### src/rtl/f2h_pkg.sv
package f2h_pkg;

    localparam int SP_W       = 32;
    localparam int SP_EXP_W   = 8;
    localparam int SP_FRAC_W  = 23;
    localparam int SP_BIAS    = 127;
    localparam int HP_W       = 16;
    localparam int HP_EXP_W   = 5;
    localparam int HP_FRAC_W  = 10;
    localparam int HP_BIAS    = 15;

    // Derived exponent-field limits of the single-precision operand
    localparam int REBIAS     = SP_BIAS - HP_BIAS;                  // 112
    localparam int OVF_LIMIT  = SP_BIAS + HP_BIAS + 1;              // 143
    localparam int UNF_LIMIT  = SP_BIAS - HP_BIAS - HP_FRAC_W;      // 102
    localparam int SUB_LIMIT  = REBIAS + 1;                         // 113
    localparam int DROP_W     = SP_FRAC_W - HP_FRAC_W;              // 13
    localparam int ALIGN_W    = SP_FRAC_W + HP_FRAC_W + 1;          // 34
    localparam int SHIFT_W    = $clog2(DROP_W);

    localparam logic [HP_EXP_W-1:0]  HP_EXP_ONES = '1;
    localparam logic [HP_W-2:0]      HP_MAX_MAG  = {{(HP_EXP_W-1){1'b1}}, 1'b0, {HP_FRAC_W{1'b1}}};
    localparam logic [HP_W-2:0]      HP_INF_MAG  = {HP_EXP_ONES, {HP_FRAC_W{1'b0}}};

    typedef enum logic [1:0] {
        RND_NEAR_EVEN = 2'd0,
        RND_ZERO      = 2'd1,
        RND_UP        = 2'd2,
        RND_DOWN      = 2'd3
    } rnd_mode_e;

    // Stage-one result: either a finished word or an aligned mantissa to round
    typedef struct packed {
        logic                 bypass;
        logic [HP_W-1:0]      fixed_word;
        logic                 fixed_inexact;
        logic                 sign;
        logic [HP_EXP_W-1:0]  exp;
        logic [HP_FRAC_W-1:0] mant;
        logic                 guard;
        logic                 sticky;
        rnd_mode_e            mode;
    } align_t;

    function automatic logic [HP_W-1:0] ovf_word(rnd_mode_e m, logic s);
        case (m)
            RND_ZERO: return {s, HP_MAX_MAG};
            RND_UP:   return s ? {1'b1, HP_MAX_MAG} : {1'b0, HP_INF_MAG};
            RND_DOWN: return s ? {1'b1, HP_INF_MAG} : {1'b0, HP_MAX_MAG};
            default:  return {s, HP_INF_MAG};
        endcase
    endfunction

    function automatic logic [HP_W-1:0] unf_word(rnd_mode_e m, logic s);
        if (m == RND_UP && !s)        return {1'b0, {(HP_W-2){1'b0}}, 1'b1};
        else if (m == RND_DOWN && s)  return {1'b1, {(HP_W-2){1'b0}}, 1'b1};
        else                          return {s, {(HP_W-1){1'b0}}};
    endfunction

    function automatic logic rnd_incr(rnd_mode_e m, logic s, logic lsb, logic g, logic st);
        case (m)
            RND_NEAR_EVEN: return g && (st || lsb);
            RND_UP:        return !s && (g || st);
            RND_DOWN:      return s && (g || st);
            default:       return 1'b0;
        endcase
    endfunction

endpackage

### src/rtl/f2h_align.sv
module f2h_align
    import f2h_pkg::*;
(
    input  logic [SP_W-1:0] operand,
    input  rnd_mode_e       mode,
    output align_t          info
);

    logic                  sgn;
    logic [SP_EXP_W-1:0]   efld;
    logic [SP_FRAC_W-1:0]  frac;
    logic                  is_sub;
    logic [SHIFT_W-1:0]    k;
    logic [ALIGN_W:0]      src;
    logic [ALIGN_W-1:0]    wide;

    assign sgn  = operand[SP_W-1];
    assign efld = operand[SP_W-2 -: SP_EXP_W];
    assign frac = operand[SP_FRAC_W-1:0];

    // Subnormal results restore the hidden one and shift further right
    assign is_sub = (efld < SP_EXP_W'(SUB_LIMIT));
    assign k      = is_sub ? SHIFT_W'(SP_EXP_W'(SUB_LIMIT) - efld) : '0;
    assign src    = {is_sub, frac, {(HP_FRAC_W+1){1'b0}}};
    assign wide   = ALIGN_W'(src >> k);

    always_comb begin
        info               = '0;
        info.sign          = sgn;
        info.mode          = mode;
        info.mant          = wide[ALIGN_W-1 -: HP_FRAC_W];
        info.guard         = wide[ALIGN_W-HP_FRAC_W-1];
        info.sticky        = |wide[ALIGN_W-HP_FRAC_W-2:0];
        info.exp           = is_sub ? '0 : HP_EXP_W'(efld - SP_EXP_W'(REBIAS));
        if (efld == '1) begin
            info.bypass     = 1'b1;
            info.fixed_word = (frac != '0)
                ? {sgn, HP_EXP_ONES, 1'b1, frac[SP_FRAC_W-2 -: HP_FRAC_W-1]}
                : {sgn, HP_INF_MAG};
        end else if (efld == '0 && frac == '0) begin
            info.bypass     = 1'b1;
            info.fixed_word = {sgn, {(HP_W-1){1'b0}}};
        end else if (efld >= SP_EXP_W'(OVF_LIMIT)) begin
            info.bypass        = 1'b1;
            info.fixed_word    = ovf_word(mode, sgn);
            info.fixed_inexact = 1'b1;
        end else if (efld < SP_EXP_W'(UNF_LIMIT)) begin
            info.bypass        = 1'b1;
            info.fixed_word    = unf_word(mode, sgn);
            info.fixed_inexact = 1'b1;
        end
    end

endmodule

### src/rtl/f2h_round.sv
module f2h_round
    import f2h_pkg::*;
(
    input  align_t          info,
    output logic [HP_W-1:0] word,
    output logic            inexact
);

    logic                 up;
    logic [HP_FRAC_W:0]   sum;
    logic [HP_EXP_W-1:0]  exp_n;
    logic [HP_FRAC_W-1:0] mant_n;

    assign up  = rnd_incr(info.mode, info.sign, info.mant[0], info.guard, info.sticky);
    assign sum = {1'b0, info.mant} + (HP_FRAC_W+1)'(up);

    // A carry out of the fraction moves into the exponent field
    always_comb begin
        if (sum[HP_FRAC_W]) begin
            exp_n  = info.exp + HP_EXP_W'(1);
            mant_n = '0;
        end else begin
            exp_n  = info.exp;
            mant_n = sum[HP_FRAC_W-1:0];
        end
    end

    always_comb begin
        if (info.bypass) begin
            word    = info.fixed_word;
            inexact = info.fixed_inexact;
        end else begin
            word    = {info.sign, exp_n, mant_n};
            inexact = info.guard | info.sticky;
        end
    end

endmodule

### src/rtl/f32_to_f16_conv.sv
module f32_to_f16_conv
    import f2h_pkg::*;
(
    input  logic        clk,
    input  logic        rst,
    input  logic        in_valid,
    input  logic [31:0] in_operand,
    input  logic [1:0]  in_mode,
    output logic        out_valid,
    output logic [15:0] out_result,
    output logic        out_inexact
);

    align_t          s1_d;
    align_t          s1_q;
    logic            s1_v;
    logic [HP_W-1:0] rnd_word;
    logic            rnd_inexact;

    f2h_align u_align (
        .operand (in_operand),
        .mode    (rnd_mode_e'(in_mode)),
        .info    (s1_d)
    );

    always_ff @(posedge clk) begin
        if (rst) begin
            s1_v <= 1'b0;
        end else begin
            s1_v <= in_valid;
        end
        if (in_valid) begin
            s1_q <= s1_d;
        end
    end

    f2h_round u_round (
        .info    (s1_q),
        .word    (rnd_word),
        .inexact (rnd_inexact)
    );

    always_ff @(posedge clk) begin
        if (rst) begin
            out_valid <= 1'b0;
        end else begin
            out_valid <= s1_v;
        end
        if (s1_v) begin
            out_result  <= rnd_word;
            out_inexact <= rnd_inexact;
        end
    end

    // each stage forwards the strobe of the stage before it one edge later
    assert_stage1_valid_R1: assert property (@(posedge clk) disable iff (rst)
        $past(!rst) |-> (s1_v == $past(in_valid)));

    assert_out_valid_R1: assert property (@(posedge clk) disable iff (rst)
        $past(!rst) |-> (out_valid == $past(s1_v)));

    // any NaN leaving the block is quiet and exact
    assert_nan_quiet_R2: assert property (@(posedge clk) disable iff (rst)
        (out_valid && out_result[14:10] == 5'h1F && out_result[9:0] != '0)
        |-> (out_result[9] && !out_inexact));

    // a rounding-path operand with nothing discarded leaves unchanged
    assert_exact_passthru_R11: assert property (@(posedge clk) disable iff (rst)
        ($past(!rst) && $past(s1_v && !s1_q.bypass && !s1_q.guard && !s1_q.sticky))
        |-> (!out_inexact && out_result == $past({s1_q.sign, s1_q.exp, s1_q.mant})));

    // toward-zero never increments the kept fraction
    assert_rtz_truncates_R9: assert property (@(posedge clk) disable iff (rst)
        ($past(!rst) && $past(s1_v && !s1_q.bypass && s1_q.mode == RND_ZERO))
        |-> (out_result == $past({s1_q.sign, s1_q.exp, s1_q.mant})));

endmodule

### config.mk
export PLATFORM = sky130hd
export DESIGN_NAME = f32_to_f16_conv
export DESIGN_NICKNAME = d
export VERILOG_FILES = /design/src/rtl/f2h_pkg.sv /design/src/rtl/f2h_align.sv /design/src/rtl/f2h_round.sv /design/src/rtl/f32_to_f16_conv.sv
export SDC_FILE = /design/constraint.sdc
export NUM_CORES = 1
export LEC_CHECK = 0
export ABC_AREA = 1
export BUFFER_PORTS_ARGS = -buffer_cell sky130_fd_sc_hd__buf_4
export CAP_MARGIN = 10
export CORE_ASPECT_RATIO = 1.75
export CORE_MARGIN = 2
export CORE_UTILIZATION = 57
export DETAILED_ROUTE_END_ITERATION = 16
export GPL_ROUTABILITY_DRIVEN = 0
export GPL_TIMING_DRIVEN = 0
export HOLD_SLACK_MARGIN = 0.12
export PLACE_DENSITY = 0.79
export SLEW_MARGIN = 20
export SYNTH_ARGS = -nofsm -noshare
export SYNTH_HDL_FRONTEND = slang
export SYNTH_SLANG_ARGS = --single-unit
### constraint.sdc
create_clock -name clk -period 3.1 [get_ports clk]
set_input_delay 0.93 -clock clk [delete_from_list [all_inputs] [get_ports clk]]
set_output_delay 0.93 -clock clk [all_outputs]
set_load 0.01 [all_outputs]
==> flow_summary.json <==
{
  "port_buffers": 54,
  "diodes": 0,
  "vias": 3254,
  "num_rows": 37,
  "cts_sinks": 54,
  "overflow": 0,
  "cp_slowest_stage_delay_ps": 410,
  "synth_warnings": 0,
  "drt_wl_total_um": 8710,
  "drcViolationCount": 0,
  "final_common_cell": "nand2_1",
  "hold_path_startpoint": "s1_q[36]$_DFFE_PP_",
  "startpoint": "s1_q[2]$_DFFE_PP_",
  "outcome": "finished clean",
  "initial_utilization_pct": 58.5,
  "io_pins": 55,
  "ys_ff_latch": 54,
  "dpl_cell_area_um2": 3910,
  "crit_path_cell_trace": "o21ai_0 > o32ai_1 > ha_1 > ha_1 > nand2_1 > nor2_1 > nand3_1 > nor2_1 > nand2_1 > nor2_2 > and3_1 > nand3_1 > nand2_1 > o21ai_1",
  "hold_viol_final": 0,
  "path_class": "flip-flop to flip-flop",
  "cts_setup_buffers": 0,
  "grt_pass1_vias": 3219,
  "clock.fmax_mhz": 345,
  "peakVddDrop_mv": 0.203,
  "cts_made_buffers": 5,
  "antenna_left": 0,
  "first_pass_iters": 5,
  "cp_slowest_cell": "edfxtp_1",
  "end_kind": "flip-flop",
  "worst_ep_arrival_time_ps": 2960,
  "dieArea_um2": 6640,
  "nNetsFinal": 546,
  "maxSlewViolCount": 0,
  "skew_ps": 5.84,
  "hpwl_um": 7030,
  "root_buffer": "clkbuf_8",
  "clockBufferDepth": 2,
  "fin_crit_ps": 2900,
  "cts_hold_buf": 0,
  "cts_tree": "done",
  "ctsResizeCount": 0,
  "setup_violations": 0,
  "max_cap_viol_count": 0,
  "path_buf_inv": 0,
  "r2r_start": "s1_q[2]$_DFFE_PP_",
  "netlist_area_um2": 3410,
  "drtIter0Drc": 224,
  "grt_max_degree": 37,
  "viasPerCell": 5.57,
  "max_slew_margin_pct": 52.6,
  "nFillCells": 505,
  "h-tree-depth": 2,
  "yosysSeqAreaShare_pct": 47.0,
  "hold_ws_ps": 535,
  "min_path_type": "flip-flop to flip-flop",
  "rsz0062_at_grt": "no",
  "area_delta_synth_final_pct": 18.2,
  "syn_avg_cell_area_um2": 7.68,
  "wl_per_cell_um": 14.9,
  "clk_latency_ps": 310,
  "design_area_um2": 4030,
  "fin_crit_sh_pct": 93.5,
  "power_density_nw_per_um2": 451,
  "dp_slack_ps": 161,
  "setup_slack_ps": 202,
  "grt_pass1_wl_um": 14700,
  "yosysUniqueCellTypes": 34,
  "core_area_um2": 5830,
  "clk_pin_slew_worst_paths_ps": 90,
  "dieWidth_um": 62.5,
  "cp-start-kind": "flip-flop",
  "cp_max_fo": 6,
  "critical-path-top-delay-family": "simple AND/OR/NAND/NOR gates",
  "leakage_nw": 1.89,
  "antenna_found_initial": 0,
  "groute.usage.overall_pct": 28.7,
  "layout_common_cells": "131 x nand2_1, 74 x nand3_1, 57 x buf_4",
  "worstMarginPinSlew_ps": 710,
  "setup_tns_ps": 0,
  "synthCells": 444,
  "cpMostUsedCell": "nand2_1",
  "required_ps": 3160,
  "synth.net_count": 485,
  "die_h_um": 106,
  "drive_gt1_share_pct": 17.0
}
==> per-layer routing <==
layer  GRT usage, %  routed length (µm)  vias up
met1           26.8                2820     1437
met3           4.13                 418       52
met2           52.6                4640      158
met4           26.2                 832        0
met5              0                   0        -
li1               -                   -     1607
==> flip-flops by register name, indices dropped and copies added (netlist names) <==
register and count:
s1_q 35, out_result 16, s1_v 1, out_inexact 1, out_valid 1
==> power breakdown <==
group	internal (mW)	switching [mW]
clock	0.245	0.225
combinational	0.162	0.257
sequential	0.890	0.0391
total	1.30	0.521
==> kinds of logic after synthesis <==
family | synth area share (%)
buffers and inverters | 8.22
AOI/OAI and AO/OA | 7.67
and+or+nand+nor | 34.4
DFF | 47.0
xor gates and xnor gates | 1.28
adders and majority gates | 1.47
==> layout make-up <==
cell class	instances	area, µm²	share of cell area [%]
clock buffer	5	68.8	1.71
sequential	54	1600	39.8
clock inverter	3	47.5	1.18
tap	78	97.6	2.42
multi-input combinational	324	1530	37.9
inverter	50	188	4.66
buffer	16	92.6	2.30
timing repair buffer	54	405	10.1
==> per-stage QoR <==
step           std cells  util (%)  power, mW
2_1_floorplan        444         -       1.19
3_3_place_gp         576      67.1       1.34
3_5_place_dp         576      67.1       1.35
4_1_cts              584      69.1       1.82
5_1_grt              584      69.1       1.91
6_report             584      69.1       1.82
==> worst min-delay path: stages, from the launching register on <==
cell	delay [ps]
edfxtp_1	330
nand2_1	50
nand2_1	50
==> synth_stat cells, drive strengths merged <==
master  instances  area share, %
a31o            1           0.26
o32ai           1           0.26
or2             1           0.18
inv            50            5.5
dfxtp           2            1.2
nand3          75             11
nand2         135             15
xnor2           2           0.51
nand4           6            1.1
nor2           41            4.6
edfxtp         52             46
a21oi           6           0.88
a31oi           2           0.37
o21ai          35            5.2
nor4            3           0.99
nor3            5           0.73
a21o            1           0.22
clkbuf          4           0.44
ha              4            1.5
o31ai           2           0.44
buf            12            2.3
and3            1           0.18
xor2            3           0.77
==> final timing paths <==
kind                         endpoint  depth (start not counted)  slack (ps)
min reg2reg  out_result[15]$_DFFE_PP_                          2         530
min          out_result[15]$_DFFE_PP_                          2         530
max reg2reg  out_result[14]$_DFFE_PP_                         14         200
max          out_result[14]$_DFFE_PP_                         14         200
(Power assumes the default switching activity.)
